### src/rtl/mbx_pkg.sv
package mbx_pkg;
  localparam int WIN_AW = 12;
  localparam int REG_W  = 32;
  localparam int N_REG  = 5;

  localparam int IDX_BASE = 0;
  localparam int IDX_DA   = 1;
  localparam int IDX_DB   = 2;
  localparam int IDX_CTRL = 3;
  localparam int IDX_STAT = 4;

  localparam logic [WIN_AW-1:0] REG_OFF [N_REG] = '{
    12'h000, 12'h028, 12'h02C, 12'h04C, 12'h050
  };

  typedef logic [N_REG-1:0] sel_t;
  typedef logic [REG_W-1:0] word_t;
endpackage

### src/rtl/mbx_rst_sync.sv
module mbx_rst_sync #(
  parameter int STAGES = 2
) (
  input  logic clk,
  input  logic rst_n,
  output logic rst_n_sync
);
  logic [STAGES-1:0] sync_q;

  always_ff @(posedge clk or negedge rst_n) begin
    if (!rst_n) sync_q <= '0;
    else        sync_q <= {sync_q[STAGES-2:0], 1'b1};
  end

  assign rst_n_sync = sync_q[STAGES-1];
endmodule

### src/rtl/mbx_decode.sv
module mbx_decode
  import mbx_pkg::*;
(
  input  logic [WIN_AW-1:0] addr,
  output sel_t              sel,
  output logic              hit
);
  always_comb begin
    sel = '0;
    for (int i = 0; i < N_REG; i++) begin
      if (addr == REG_OFF[i]) sel[i] = 1'b1;
    end
    hit = |sel;
  end
endmodule

### src/rtl/mbx_regbank.sv
module mbx_regbank
  import mbx_pkg::*;
#(
  parameter int TRIG_BIT = 29,
  parameter int FLAG_BIT = 16,
  parameter int LOCK_BIT = 31,
  parameter int PAIR_LO  = 16
) (
  input  logic  clk,
  input  logic  rst_n,
  input  logic  wr_en,
  input  sel_t  sel,
  input  word_t wdata,
  output word_t base_q,
  output word_t da_q,
  output word_t db_q,
  output word_t ctrl_q,
  output word_t stat_q
);
  word_t base_d, da_d, db_d, ctrl_d, stat_d;

  always_comb begin
    base_d = base_q;
    da_d   = da_q;
    db_d   = db_q;
    ctrl_d = ctrl_q;
    stat_d = stat_q;
    if (sel[IDX_BASE]) base_d = wdata;
    if (sel[IDX_DA])   da_d   = wdata;
    if (sel[IDX_DB]) begin
      db_d = wdata;
      if (wdata[TRIG_BIT]) stat_d[FLAG_BIT] = 1'b1;
    end
    if (sel[IDX_CTRL]) begin
      ctrl_d[LOCK_BIT]             = wdata[LOCK_BIT];
      ctrl_d[PAIR_LO+1:PAIR_LO]    = {2{wdata[PAIR_LO]}};
    end
    if (sel[IDX_STAT]) stat_d = stat_q & ~wdata;
  end

  always_ff @(posedge clk or negedge rst_n) begin
    if (!rst_n) begin
      base_q <= '0;
      da_q   <= '0;
      db_q   <= '0;
      ctrl_q <= '0;
      stat_q <= '0;
    end else if (wr_en) begin
      base_q <= base_d;
      da_q   <= da_d;
      db_q   <= db_d;
      ctrl_q <= ctrl_d;
      stat_q <= stat_d;
    end
  end
endmodule

### src/rtl/mbx_irq.sv
module mbx_irq
  import mbx_pkg::*;
(
  input  logic  clk,
  input  logic  rst_n,
  input  word_t stat,
  output logic  irq
);
  logic irq_d;

  always_comb irq_d = |stat;

  always_ff @(posedge clk or negedge rst_n) begin
    if (!rst_n) irq <= 1'b0;
    else        irq <= irq_d;
  end
endmodule

### src/rtl/desc_mailbox_regs.sv
module desc_mailbox_regs
  import mbx_pkg::*;
#(
  parameter int TRIG_BIT = 29,
  parameter int FLAG_BIT = 16,
  parameter int LOCK_BIT = 31,
  parameter int PAIR_LO  = 16
) (
  input  logic              clk,
  input  logic              rst_n,
  input  logic              psel,
  input  logic              penable,
  input  logic              pwrite,
  input  logic [WIN_AW-1:0] paddr,
  input  logic [REG_W-1:0]  pwdata,
  output logic [REG_W-1:0]  prdata,
  output logic              pready,
  output logic              pslverr,
  output logic              irq_o
);
  logic  rst_n_sync;
  logic  access, wr_en, hit;
  sel_t  sel_raw, sel_wr;
  word_t base_q, da_q, db_q, ctrl_q, stat_q;
  word_t rd_vec [N_REG];

  mbx_rst_sync #(.STAGES(2)) u_rst (
    .clk(clk), .rst_n(rst_n), .rst_n_sync(rst_n_sync)
  );

  mbx_decode u_dec (.addr(paddr), .sel(sel_raw), .hit(hit));

  always_comb begin
    access = psel & penable;
    wr_en  = access & pwrite & hit;
    sel_wr = wr_en ? sel_raw : '0;
  end

  mbx_regbank #(
    .TRIG_BIT(TRIG_BIT), .FLAG_BIT(FLAG_BIT),
    .LOCK_BIT(LOCK_BIT), .PAIR_LO(PAIR_LO)
  ) u_bank (
    .clk(clk), .rst_n(rst_n_sync), .wr_en(wr_en), .sel(sel_wr), .wdata(pwdata),
    .base_q(base_q), .da_q(da_q), .db_q(db_q), .ctrl_q(ctrl_q), .stat_q(stat_q)
  );

  mbx_irq u_irq (.clk(clk), .rst_n(rst_n_sync), .stat(stat_q), .irq(irq_o));

  always_comb begin
    rd_vec[IDX_BASE] = base_q;
    rd_vec[IDX_DA]   = da_q;
    rd_vec[IDX_DB]   = db_q;
    rd_vec[IDX_CTRL] = ctrl_q;
    rd_vec[IDX_STAT] = stat_q;
    prdata = '0;
    for (int i = 0; i < N_REG; i++) begin
      if (access && !pwrite && sel_raw[i]) prdata = prdata | rd_vec[i];
    end
  end

  assign pready  = 1'b1;
  assign pslverr = access & ~hit;
endmodule

### config.mk
export PLATFORM = sky130hd
export DESIGN_NAME = desc_mailbox_regs
export DESIGN_NICKNAME = d
export VERILOG_FILES = /design/src/rtl/mbx_pkg.sv /design/src/rtl/mbx_rst_sync.sv /design/src/rtl/mbx_decode.sv /design/src/rtl/mbx_regbank.sv /design/src/rtl/mbx_irq.sv /design/src/rtl/desc_mailbox_regs.sv
export SDC_FILE = /design/constraint.sdc
export NUM_CORES = 1
export LEC_CHECK = 0
export BUFFER_PORTS_ARGS = -buffer_cell sky130_fd_sc_hd__buf_2
export CORE_UTILIZATION = 30
export CTS_CLUSTER_SIZE = 28
export DETAILED_ROUTE_END_ITERATION = 8
export PLACE_DENSITY_LB_ADDON = 0.05
export SLEW_MARGIN = 0
export SYNTH_ARGS = -nofsm -noshare
export SYNTH_HDL_FRONTEND = slang
export SYNTH_HIERARCHICAL = 1
export SYNTH_SLANG_ARGS = --single-unit
### constraint.sdc
create_clock -name clk -period 5.5 [get_ports clk]
set_input_delay 0.275 -clock clk [delete_from_list [all_inputs] [get_ports clk]]
set_output_delay 0.275 -clock clk [all_outputs]
set_load 0.02 [all_outputs]
==> impl_metrics.yaml <==
route:
  drt-initial-drc-count: 327
  routed_wl_mm: 17.1
  routedWlPerCell_microns: 20.6
  num_vias: 4249
  viasPerCell: 5.10
  drcViolationCount: 0
  drt.antenna.violating_nets: 0
  drtPass1Iterations: 7
timing:
  period_needed_ns: 2.63
  hold-worst-slack_ns: 0.0803
  setup_viol: 0
  tns_ns: 0
  final.setup.worst_slack_ns: 2.87
  min_period_over_period: 0.479
  maxSlewViolCount: 0
  finalHoldViolCount: 0
  grt_setup_unrepaired: "no"
  worstMarginPinSlew_ns: 1.05
  fmax_mhz: 380
  fin_skew_ns: 0.00793
  maxSlewHeadroom: 0.299
power_and_ir_drop:
  p_sw_frac: 0.226
  intPower_uw: 1670
  p_comb_frac: 0.027
  p_sw_uw: 488
  p_seq_frac: 0.457
  ir_drop_v: 0.000184
  clkPwrFrac: 0.516
  power_density_mw_per_mm2: 298
  power.leakage_uw: 0.00344
clocking:
  cts_setup_buffers: 0
  cts_resized: 0
  clock-sinks: 133
  clk_pin_slew_ns: 0.06
  htree_num_levels: 4
  numCtsBuffers: 17
  cts_hold_buffers: 1
  cts_root_buffer: "clkbuf_16"
  cts_buffer_depth: 2
  cts_tree: "done"
  clkLatencyLatePin_ns: 0.42
layout:
  num_antenna_cells: 0
  nets: 599
  final_layout_size_suffix_gt1_frac: 0.410
  syn_to_final_growth_pct: 17.2
floorplanning:
  dieArea_sq_mm: 0.0212
  num_io_pins: 84
  num_rows: 52
  die_y_microns: 146
  dieWidth_microns: 146
  start_util: 0.306
  coreArea_sq_mm: 0.0202
status:
  status: "complete, no violations"
logic_synthesis:
  yosysTopAreaCell: "dfrtp_1"
  synth.distinct_cells: 31
  syn_inst: 475
  yosysWarnings: 6
  synth_area_sq_mm: 0.00619
  yosysTopAreaCellShare: 0.537
  yosysSeqAreaShare: 0.537
  yosys_register_bits: 133
  synth_area_per_cell_sq_um: 13.0
  synth.area.top_cells: "dfrtp_1 (54%), mux2_2 (18%), a222oi_1 (5.2%)"
grt:
  grt_pass1_wl_mm: 26.9
  grt_antenna_before_repair: 1
  overflow: 0
  grt_max_degree: 80
  grt_pass1_vias: 4603
  track_usage: 0.170
place:
  dp_hpwl_mm: 10.4
  gp_congestion: 0.773
  dp_slack_ns: 2.40
  io_buffers: 82
critical_path:
  crit_path_end_kind: "register"
  cp_cell_sequence: "buf_2, nor4_4, nand3_2, nor3b_2, buf_4, and2_1, nand2_1, buf_4, mux2_2"
  slowest_stage: "nand2_1"
  critical_path_class: "primary input to register"
  cp.arrival_ns: 2.93
  max_stage_delay_ns: 0.47
  crit_required_ns: 5.80
  crit_top_cell: "buf_4"
  worstPathMaxFanout: 33
  startpoint_type: "primary input"
hold_path:
  hp-class: "primary input to register"
flow_run:
  cap_violations: 0
## stage by stage
| stage | instances | area (sq um) | util | power [uW] |
|---|---|---|---|---|
| 4_1_cts | 833 | 7260 | 0.359 | 2200 |
| 6_report | 833 | 7260 | 0.359 | 2160 |
| 3_5_place_dp | 800 | 6670 | 0.330 | 1070 |
| 2_1_floorplan | 503 | 6300 | - | 1040 |
| 5_1_grt | 833 | 7260 | 0.359 | 2250 |
| 3_3_place_gp | 800 | 6670 | 0.330 | 1060 |
## final timing paths
| check | startpoint | endpoint | slack, ns | cells past startpoint |
|---|---|---|---|---|
| max | paddr[9] | u_bank/da_q[29] | 2.87 | 9 |
| min | pwdata[24] | u_bank/stat_q[24] | 0.08 | 2 |
| max reg2reg | u_rst/sync_q[1] | u_bank/db_q[15] | 3.55 | 1 |
| min reg2reg | u_rst/sync_q[0] | u_rst/sync_q[1] | 0.36 | 0 |
| max in group asynchronous | u_rst/sync_q[1] | u_bank/db_q[15] | 3.55 | 1 |
| min in group asynchronous | rst_n | u_rst/sync_q[1] | 0.17 | 2 |
## cells by family (layout without fill, tap and decap cells)
logic type,count (synthesis),count (layout),share of synthesized area
flip-flops,133,133,0.537
AO/OA/AOI/OAI,132,132,0.161
multiplexers,98,98,0.178
buffers and inverters,67,127,0.0790
AND/OR/NAND/NOR,42,42,0.0430
other,3,31,0.00182
## power groups by stage
stage	combinational (uW)	clock [uW]	sequential [uW]
after floorplan	25.9	0	1010
after global placement	59.2	0	1010
after detailed placement	59.6	0	1010
after CTS	60.1	1150	988
after global routing	66.8	1190	988
final	58.3	1120	988
## cell usage in the layout, fill, tap and decap left out
cell,instances
a21boi_0,31
a21oi_1,32
a221oi_1,1
a221oi_2,1
a222oi_1,32
a22oi_1,32
a31oi_1,2
and2_1,7
and4_1,1
and4b_1,1
buf_2,82
buf_4,11
bufinv_16,2
clkbuf_1,2
clkbuf_16,17
clkbuf_8,1
clkinv_2,2
clkinv_4,2
clkinvlp_4,6
conb_1,31
dfrtp_1,132
dfrtp_4,1
dlygate4sd3_1,1
inv_1,1
mux2_2,98
nand2_1,8
nand3_2,1
nand3b_1,1
nand4_1,2
nand4b_1,2
nor2_1,3
nor2_2,2
nor3_1,1
nor3_2,1
nor3b_2,1
nor4_1,7
nor4_2,2
nor4_4,1
o21ai_0,1
or2_1,1
## synthesized netlist by cell type
cell,number
conb_1,3
dfrtp_1,133
nor3_1,2
nor4_4,1
nand2_1,8
and4_1,1
mux2_2,98
a21oi_1,32
inv_1,1
buf_4,40
nand3b_1,1
nor4_2,1
a221oi_2,1
nand3_2,1
a31oi_1,2
a22oi_1,32
a21boi_0,31
clkbuf_1,6
buf_2,10
nor2_1,5
nand4_1,2
and4b_1,1
nor4_1,8
or2_1,1
o21ai_0,1
nor3b_1,1
and2_1,7
nand4b_1,2
a222oi_1,32
a221oi_1,1
buf_6,10
## critical path: cells and delay by family
kind,cells,cell delay (ns)
multiplexers,1,0.32
AND/OR/NAND/NOR,5,1.29
buffers and inverters,3,1.03
## metal layers
metal,vias to the layer above,global-route usage,part of all wire
li1,1913,-,-
met1,2216,0.219,0.46
met2,100,0.280,0.49
met3,18,0.0367,0.039
met4,2,0.0632,0.013
met5,-,0,0.00076
## cell type report
type | count | area (sq um)
clock inverter | 12 | 133
multi-input combinational | 303 | 2500
inverter | 1 | 3.75
timing repair buffer | 94 | 503
sequential | 133 | 3330
tap | 270 | 338
fill | 1996 | 13000
clock buffer | 20 | 447
## sequential cells by signal (all words and copies together), names as in the netlist
| register | cells |
|---|---|
| u_bank/ctrl_q | 2 |
| u_bank/stat_q | 32 |
| u_irq/irq | 1 |
| u_rst/sync_q | 2 |
| u_bank/db_q | 32 |
| u_bank/base_q | 32 |
| u_bank/da_q | 32 |
Power figures use the tool's default switching activity.
